<file path="src/rtl/sc_pkg.sv">
package sc_pkg;

    // phase input format
    localparam int PH_W    = 16;
    localparam int PH_FRAC = 13;
    // output component format
    localparam int OUT_W   = 16;
    localparam int GUARD   = 2;
    // internal datapath
    localparam int FRAC    = OUT_W - 1 + GUARD;         // 17
    localparam int IW      = FRAC + 3;                  // 20
    localparam int ZW      = PH_W + (FRAC - PH_FRAC);   // 20
    localparam int PAD     = ZW - PH_W;
    localparam int MAX_STAGES = 18;

    // constants in the internal formats (FRAC = 17)
    localparam logic signed [ZW-1:0] PI_Z      = 20'sd411775;
    localparam logic signed [ZW-1:0] HALF_PI_Z = 20'sd205887;
    localparam logic signed [IW-1:0] INV_GAIN  = 20'sd79594;
    localparam logic signed [IW-1:0] MAG_LIM   = 20'sd163840;
    localparam logic signed [ZW-1:0] RESID_LIM = 20'sd64;
    localparam logic signed [IW-1:0] RND       = IW'(1) << (GUARD - 1);
    localparam logic signed [IW-1:0] OUT_HI    = IW'((1 << (OUT_W - 1)) - 1);
    localparam logic signed [IW-1:0] OUT_LO    = -IW'(1 << (OUT_W - 1));

    typedef struct packed {
        logic                 valid;
        logic                 flip;
        logic signed [IW-1:0] x;
        logic signed [IW-1:0] y;
        logic signed [ZW-1:0] z;
    } rot_t;

    // arctangent of 2^-i, radians scaled by 2^FRAC
    function automatic logic signed [ZW-1:0] atan_step(input int i);
        case (i)
            0:  return 20'sd102944;
            1:  return 20'sd60771;
            2:  return 20'sd32110;
            3:  return 20'sd16299;
            4:  return 20'sd8181;
            5:  return 20'sd4095;
            6:  return 20'sd2048;
            7:  return 20'sd1024;
            8:  return 20'sd512;
            9:  return 20'sd256;
            10: return 20'sd128;
            11: return 20'sd64;
            12: return 20'sd32;
            13: return 20'sd16;
            14: return 20'sd8;
            15: return 20'sd4;
            16: return 20'sd2;
            17: return 20'sd1;
            default: return '0;
        endcase
    endfunction

    // round away the guard bits, clamp into the output range
    function automatic logic signed [OUT_W-1:0] sat_round(input logic signed [IW-1:0] v);
        logic signed [IW-1:0] r;
        r = (v + RND) >>> GUARD;
        if (r > OUT_HI)      return OUT_W'(OUT_HI);
        else if (r < OUT_LO) return OUT_W'(OUT_LO);
        else                 return OUT_W'(r);
    endfunction

endpackage

</file>
<file path="src/rtl/sc_fold.sv">
module sc_fold
    import sc_pkg::*;
(
    input  logic            clk,
    input  logic            rst,
    input  logic            in_valid,
    input  logic [PH_W-1:0] in_phase,
    output rot_t            dout
);

    logic signed [ZW-1:0] p;
    logic signed [ZW-1:0] z_n;
    logic                 flip_n;

    always_comb begin
        p = {in_phase, {PAD{1'b0}}};
        if (p > HALF_PI_Z) begin
            z_n    = p - PI_Z;
            flip_n = 1'b1;
        end else if (p < -HALF_PI_Z) begin
            z_n    = p + PI_Z;
            flip_n = 1'b1;
        end else begin
            z_n    = p;
            flip_n = 1'b0;
        end
    end

    always_ff @(posedge clk) begin
        if (rst) begin
            dout <= '0;
        end else begin
            dout.valid <= in_valid;
            dout.flip  <= flip_n;
            dout.x     <= INV_GAIN;
            dout.y     <= '0;
            dout.z     <= z_n;
        end
    end

    AST_FOLD_VALID: assert property (@(posedge clk) disable iff (rst)
        dout.valid == $past(in_valid)) else $error("fold valid");

    AST_FOLD_RANGE: assert property (@(posedge clk) disable iff (rst)
        dout.valid |-> (dout.z <= HALF_PI_Z && dout.z >= -HALF_PI_Z)) else $error("fold range");

endmodule

</file>
<file path="src/rtl/sc_rotate_stage.sv">
module sc_rotate_stage
    import sc_pkg::*;
#(
    parameter int                   SHIFT     = 0,
    parameter logic signed [ZW-1:0] ATAN_STEP = '0
)(
    input  logic clk,
    input  logic rst,
    input  rot_t din,
    output rot_t dout
);

    logic signed [IW-1:0] xi, yi, xs, ys, xo, yo;
    logic signed [ZW-1:0] zi;

    always_comb begin
        xi = din.x;
        yi = din.y;
        zi = din.z;
        xs = xi >>> SHIFT;
        ys = yi >>> SHIFT;
        xo = dout.x;
        yo = dout.y;
    end

    always_ff @(posedge clk) begin
        if (rst) begin
            dout <= '0;
        end else begin
            dout.valid <= din.valid;
            dout.flip  <= din.flip;
            if (zi[ZW-1]) begin
                dout.x <= xi + ys;
                dout.y <= yi - xs;
                dout.z <= zi + ATAN_STEP;
            end else begin
                dout.x <= xi - ys;
                dout.y <= yi + xs;
                dout.z <= zi - ATAN_STEP;
            end
        end
    end

    AST_STAGE_VALID: assert property (@(posedge clk) disable iff (rst)
        dout.valid == $past(din.valid)) else $error("stage valid");

    AST_STAGE_BOUND: assert property (@(posedge clk) disable iff (rst)
        dout.valid |-> (xo < MAG_LIM && xo > -MAG_LIM && yo < MAG_LIM && yo > -MAG_LIM))
        else $error("stage magnitude");

endmodule

</file>
<file path="src/rtl/sc_pack.sv">
module sc_pack
    import sc_pkg::*;
(
    input  logic              clk,
    input  logic              rst,
    input  rot_t              din,
    output logic              out_valid,
    output logic [2*OUT_W-1:0] out_data
);

    logic signed [IW-1:0]    cx, sy;
    logic signed [ZW-1:0]    resid;
    logic signed [OUT_W-1:0] cos_q, sin_q;

    always_comb begin
        cx    = din.flip ? -din.x : din.x;
        sy    = din.flip ? -din.y : din.y;
        resid = din.z;
        cos_q = sat_round(cx);
        sin_q = sat_round(sy);
    end

    always_ff @(posedge clk) begin
        if (rst) begin
            out_valid <= 1'b0;
            out_data  <= '0;
        end else begin
            out_valid <= din.valid;
            out_data  <= {sin_q, cos_q};
        end
    end

    AST_PACK_VALID: assert property (@(posedge clk) disable iff (rst)
        out_valid == $past(din.valid)) else $error("pack valid");

    AST_RESIDUAL: assert property (@(posedge clk) disable iff (rst)
        din.valid |-> (resid < RESID_LIM && resid > -RESID_LIM)) else $error("residual angle");

endmodule

</file>
<file path="src/rtl/sincos_stream.sv">
module sincos_stream
    import sc_pkg::*;
#(
    parameter int N_STAGES = 16
)(
    input  logic        clk,
    input  logic        rst,
    input  logic        s_phase_valid,
    input  logic [15:0] s_phase_data,
    output logic        m_sc_valid,
    output logic [31:0] m_sc_data
);

    localparam int LATENCY = N_STAGES + 2;

    rot_t chain [0:N_STAGES];

    sc_fold u_fold (
        .clk      (clk),
        .rst      (rst),
        .in_valid (s_phase_valid),
        .in_phase (s_phase_data),
        .dout     (chain[0])
    );

    for (genvar g = 0; g < N_STAGES; g++) begin : g_rot
        sc_rotate_stage #(
            .SHIFT     (g),
            .ATAN_STEP (atan_step(g))
        ) u_stage (
            .clk  (clk),
            .rst  (rst),
            .din  (chain[g]),
            .dout (chain[g+1])
        );
    end

    sc_pack u_pack (
        .clk       (clk),
        .rst       (rst),
        .din       (chain[N_STAGES]),
        .out_valid (m_sc_valid),
        .out_data  (m_sc_data)
    );

    // LATENCY cycles from acceptance to output
    AST_RESET_QUIET: assert property (@(posedge clk)
        rst |=> !m_sc_valid) else $error("valid during reset");

endmodule

</file>
<file path="config.mk">
export PLATFORM = sky130hd
export DESIGN_NAME = sincos_stream
export DESIGN_NICKNAME = d
export VERILOG_FILES = /design/src/rtl/sc_pkg.sv /design/src/rtl/sc_fold.sv /design/src/rtl/sc_rotate_stage.sv /design/src/rtl/sc_pack.sv /design/src/rtl/sincos_stream.sv
export SDC_FILE = /design/constraint.sdc
export NUM_CORES = 2
export LEC_CHECK = 0
export BUFFER_PORTS_ARGS = -buffer_cell sky130_fd_sc_hd__clkbuf_2
export CAP_MARGIN = 40
export CELL_PAD_IN_SITES_DETAIL_PLACEMENT = 1
export CELL_PAD_IN_SITES_GLOBAL_PLACEMENT = 1
export CORE_MARGIN = 2
export CORE_UTILIZATION = 54
export DETAILED_ROUTE_END_ITERATION = 10
export GPL_ROUTABILITY_DRIVEN = 0
export PLACE_DENSITY = 0.93
export SETUP_SLACK_MARGIN = 0.3
export SYNTH_ARGS = -nofsm -noshare
export SYNTH_HDL_FRONTEND = slang
export SYNTH_SLANG_ARGS = --single-unit
</file>
<file path="constraint.sdc">
create_clock -name clk -period 6.15 [get_ports clk]
set_input_delay 0.3075 -clock clk [delete_from_list [all_inputs] [get_ports clk]]
set_output_delay 0.3075 -clock clk [all_outputs]
set_load 0.05 [all_outputs]
</file>
---- Word level (Yosys, flattened, before mapping) ----
Index checks and enable logic that the tools add are counted.
word-level totals
  output and inout port bits .............. 33
  flip-flop bits (word level) ............. 1064
operators by class
  add/sub/neg operators ................... 101
  order comparisons ....................... 6
  reductions and logical operators ........ 2
  mux-type cells .......................... 27
operators with widths
  cell                    number
  $mux 60                 16
  $mux 20                 4
  $sub 20x18->20          3
  $mux 57                 1
  $add 20x10->20          2
  $add 20x11->20          2
  $add 20x12->20          2
  $add 20x13->20          2
  $add 20x13->20 const B  2
  $add 20x14->20          2
  $add 20x15->20          2
  $add 20x16->20          2
  $add 20x17->20          2
  $add 20x18->20          2
  $add 20x19->20          2
  $add 20x3->20 const B   2
  $add 20x5->20           2
  $add 20x6->20           2
  $add 20x7->20           2
  $add 20x8->20           2
  $add 20x9->20           2
  $neg 20->20             2
  $sub 20x10->20          2
  $sub 20x11->20          2
  other kinds (53)        72

---- Longest topological paths before layout ----
  word-level depth ........................ 6
  gate-level depth with buffers ........... 17
  depth with buffers taken out ............ 17

---- Hierarchy ----
A second synthesis with hierarchy kept.
unflattened totals
  cells, all modules ...................... 9723
  area, all modules ....................... 80482.2 um^2
by module, submodules not included
  module                                cells an instance  seq. area each (um^2)  times used  area each (um^2)
  sc_rotate_stage at g_rot[3].u_stage   654                1241.2                 1           5252.5
  sc_rotate_stage at g_rot[2].u_stage   643                1241.2                 1           5221.3
  sc_rotate_stage at g_rot[0].u_stage   662                1221.2                 1           5113.7
  sc_rotate_stage at g_rot[5].u_stage   618                1241.2                 1           5047.3
  sc_rotate_stage at g_rot[4].u_stage   602                1241.2                 1           5012.3
  sc_rotate_stage at g_rot[1].u_stage   612                1241.2                 1           4927.2
  sc_rotate_stage at g_rot[14].u_stage  553                1241.2                 1           4669.5
  sc_rotate_stage at g_rot[12].u_stage  561                1241.2                 1           4640.7
  sc_rotate_stage at g_rot[15].u_stage  565                1241.2                 1           4591.9
  sc_rotate_stage at g_rot[7].u_stage   525                1241.2                 1           4581.9
  sc_rotate_stage at g_rot[10].u_stage  549                1241.2                 1           4545.6
  sc_rotate_stage at g_rot[8].u_stage   551                1241.2                 1           4539.4
  sc_rotate_stage at g_rot[11].u_stage  525                1241.2                 1           4443.0
  sc_rotate_stage at g_rot[13].u_stage  530                1241.2                 1           4380.5
  4 more rows                           -                  -                      -           -

---- Least setup slack after synthesis ----
No wires, ideal clock.
  kind .................................... reg2reg
  from .................................... register g_rot[10].u_stage.dout, in the netlist g_rot[10].u_stage.yo[11]
  to ...................................... register g_rot[11].u_stage.dout, in the netlist g_rot[11].u_stage.xo[19]
  setup time .............................. 0.132 ns
  arrival ................................. 3.624 ns
  clock period less this slack ............ 3.756 ns
  path slack .............................. 2.394 ns
  cell stages (with the launch flop) ...... 17
  path buffers ............................ 1
  required time ........................... 6.018 ns
  path through ............................ dfxtp_1 > inv_1 > ha_1 > nand2b_1 > or4_1 > or3_1 > clkbuf_1 > ha_1 > mux2i_1 > ha_1 > a21oi_1 > o311ai_0 > a2111oi_0 > o31ai_1 > o31ai_1 > and3_1 > nor3_1
on the way
  word-level cells in the longest chain between the ends .. 2
ends and longest elaborated chain
  what                                            RTL line                                      RTL
  start: declaration                              sc_rotate_stage.sv:10                         output rot_t dout
  $sub 20x9->20 or $add 20x9->20 (tied branches)  sc_rotate_stage.sv:37, sc_rotate_stage.sv:33
  $mux 60 (*)                                     sc_rotate_stage.sv:32                         if (zi[ZW-1]) begin
  end: declaration                                sc_rotate_stage.sv:10
Every way passes the cells marked *; elsewhere a longest branch is shown, timed or not.
A chain may end at the register's enable or synchronous reset.

---- Worst setup path in the final report ----
  from .................................... register g_rot[12].u_stage.dout[19] in the netlist's numbering
  to ...................................... register g_rot[13].u_stage.dout, in the netlist g_rot[13].u_stage.xo[19]
on the way
  word-level cells in the longest chain between the ends .. 1
ends and longest elaborated chain
  what                RTL line
  start: declaration  sc_rotate_stage.sv:10
  $mux 60             sc_rotate_stage.sv:32
  end: declaration    sc_rotate_stage.sv:10
No other way between the ends.

==> flow_summary.ini <==
[run_status]
outcome = finished, final reports clean

[critical_path]
crit_chain = inv_2, nor2_1, a21oi_1, ha_1, a21o_1, a21oi_1, o311ai_0, a2111oi_0, o31ai_1, o31ai_1, a21oi_1, o21a_1
critical-path-top-delay-family = compound AO/OA/AOI/OAI gates
cp_data_arrival_time_ps = 5590
crit_buf_inv = 1
max_stage_delay_ps = 940
r2r_cells = 12
crit_path_start_kind = register
required_ps = 6820
reg2reg_slack_ps = 1220
reg2reg_from = g_rot[12].u_stage.dout[19]$_SDFF_PP0_
cp_common_cell = a21oi_1
r2r-end = g_rot[13].u_stage.xo[19]$_SDFF_PP0_
crit_type = reg -> reg
slowest_stage = dfxtp_1
crit_fanout = 24
cp-end-kind = register

[clock_tree]
clock_sinks = 938
cts_tree = done
h-tree-depth = 3
numCtsBuffers = 103
cts_root_buf = clkbuf_16
clk_pin_slew_ps = 70
cts.path.max_buffers = 3
postCtsSetupBuffers = 0
clk_latency_ps = 790

[min_path]
worstHoldPathType = in -> reg
holdPathStages = 4
hold_start = s_phase_data[0]
holdPathEnd = u_fold.dout[4]$_SDFF_PP0_

[timing]
fin_crit_ps = 4930
period_share_pct = 80.1
skew_ps = 35.4
worst_slew_pin_slew_ps = 1040
relSlewSlack_pct = 30.4
drv_slew = 0
rsz0062_at_grt = no
hold_viol = 0
setup_viol = 0
hold_ws_ps = 94.4
tns_ps = 0
fmax_mhz = 203

[floorplan]
die_w_um = 355
start_util_pct = 54.5
core_area_um2 = 122000
ios = 52
rows = 128
dieArea_um2 = 126000
die_y_um = 355

[place]
numPlacedInstances = 9514
post-dp-hpwl_um = 158000
port_buffers = 51

[logic_synthesis]
ys.flop_type = dfxtp_1
synth-seq-area-share_pct = 28.3
avgSynthCellArea_um2 = 8.28
yosysWarnings = 0
syn_nets = 8894
ys_types = 91
synth-seq-cells = 938
synth-edff-count = 0
syn_inst = 8019
ys_async_sr_fraction_pct = 0
syn_area_um2 = 66400

[global_route]
grt_usage_pct = 40.8
grt_antenna_before_repair = 24
grt_max_degree = 187
grt_pass1_vias = 72372
gr-total-overflow = 0
grt_pass1_wl_um = 414000

[cells_and_area]
mostFrequentLayoutCell = nor2_1
final_cell_mix = nor2_1 (1071), dfxtp_1 (938), ha_1 (813), a21oi_1 (626), xnor2_1 (479)
stdcell_count = 9738
drive_gt1_share_pct = 5.57
fin_nets = 8893
synthToLayoutAreaGrowth_pct = 8.57

[route]
drtPass1Iterations = 9
drc = 0
ant_nets = 0
vias_per_cell = 6.90
drtIter0Drc = 7021
wl_um = 264000
wl_per_cell_um = 27.1
via_count = 67213

[run]
cap_violations = 0
[worst max-delay path by stage]
stage                                                startpoint                                   to  slack (ps)  cells past startpoint
final                     g_rot[12].u_stage.dout[19]$_SDFF_PP0_  g_rot[13].u_stage.xo[19]$_SDFF_PP0_        1220                     12
after global routing        g_rot[11].u_stage.yo[14]$_SDFF_PP0_  g_rot[12].u_stage.xo[19]$_SDFF_PP0_        1070                     15
after global placement      g_rot[12].u_stage.yo[16]$_SDFF_PP0_  g_rot[13].u_stage.xo[19]$_SDFF_PP0_        1940                     14
after floorplan             g_rot[10].u_stage.yo[11]$_SDFF_PP0_  g_rot[11].u_stage.xo[19]$_SDFF_PP0_        2390                     16
after CTS                   g_rot[12].u_stage.yo[15]$_SDFF_PP0_  g_rot[13].u_stage.xo[19]$_SDFF_PP0_        1220                     14
after detailed placement    g_rot[12].u_stage.yo[15]$_SDFF_PP0_  g_rot[13].u_stage.xo[19]$_SDFF_PP0_        1610                     14
[per-layer routing]
layer  global-route usage, %  wire length (um)
met2                    69.6            125000
met5                       0               127
met4                    33.9             25400
met1                    42.4             92700
met3                    10.1             20800
[worst reg2reg max path, stage by stage, from the launching register on]
cell,delay (ps)
dfxtp_1,940
inv_2,540
nor2_1,370
a21oi_1,100
ha_1,420
a21o_1,240
a21oi_1,210
o311ai_0,230
a2111oi_0,840
o31ai_1,290
o31ai_1,310
a21oi_1,110
o21a_1,220
[synth_stat cells, types with 27 or more instances]
library cell     n  share of area (%)
o21ai_0        381                2.9
xnor2_1        479                6.3
o31ai_1         57               0.64
xor2_1         373                4.9
o21a_1          81               0.92
nand2b_1       100               0.94
and2_1          47               0.44
o22ai_1         31               0.29
mux2i_1         40               0.60
a211oi_1       104                1.2
clkbuf_1       183                1.0
nor2b_1        224                2.1
nor2_1        1071                6.1
a31oi_1        144                1.4
a21oi_1        626                4.7
mux2_2          64                1.1
or3_1          107                1.0
ha_1           813                 15
a21o_1         202                2.3
nor3_1         299                2.3
nor4_1          60               0.57
nand4_1         28               0.26
dfxtp_1        938                 28
or4_1           27               0.31
o211ai_1        44               0.50
nand3_1        125               0.94
or2_2           63               0.59
fa_1            43                1.3
nand2_1        337                1.9
and3_1          85               0.80
inv_1          351                2.0
o21bai_1        92                1.0
[kinds of logic after synthesis]
group,share of synthesized area [%]
AOI/OAI and AO/OA,19.5
DFF,28.3
xor gates and xnor gates,11.2
and+or+nand+nor,19.5
muxes,1.69
adders and majority gates,16.6
buffers and inverters,3.25
[area by class of cell]
type / instances / area (um^2)
tap: 1625 / 2030
timing repair buffer: 108 / 776
multi-input combinational: 6513 / 45500
antenna: 12 / 30.0
fill: 14265 / 49800
clock inverter: 52 / 773
clock buffer: 136 / 2900
sequential: 938 / 18800
inverter: 354 / 1330
[stage by stage]
stage | worst slack, ps | utilization [%] | cell area [um^2]
after floorplan | 2390 | - | 66400
after global placement | 1940 | 55.9 | 68100
after detailed placement | 1610 | 55.9 | 68200
after CTS | 1220 | 59.1 | 72000
after global routing | 1070 | 59.1 | 72100
final | 1220 | 59.1 | 72100
[registers in the layout, indices dropped and copies added, names as in the netlist]
| signal | count |
|---|---|
| u_fold.dout | 20 |
| u_pack.out_valid | 1 |
| g_rot.u_stage.dout | 283 |
| u_pack.out_data | 32 |
| g_rot.u_stage.xo | 299 |
| g_rot.u_stage.yo | 303 |
[repair_timing]
action                    CTS  global route
hold endpoints to repair   30             0
hold buffers               16             0
resized for setup           0             0
Power is left out: the tool's default activity adds up to more than one toggle a clock period on the data nets, which glitch-free logic cannot reach.
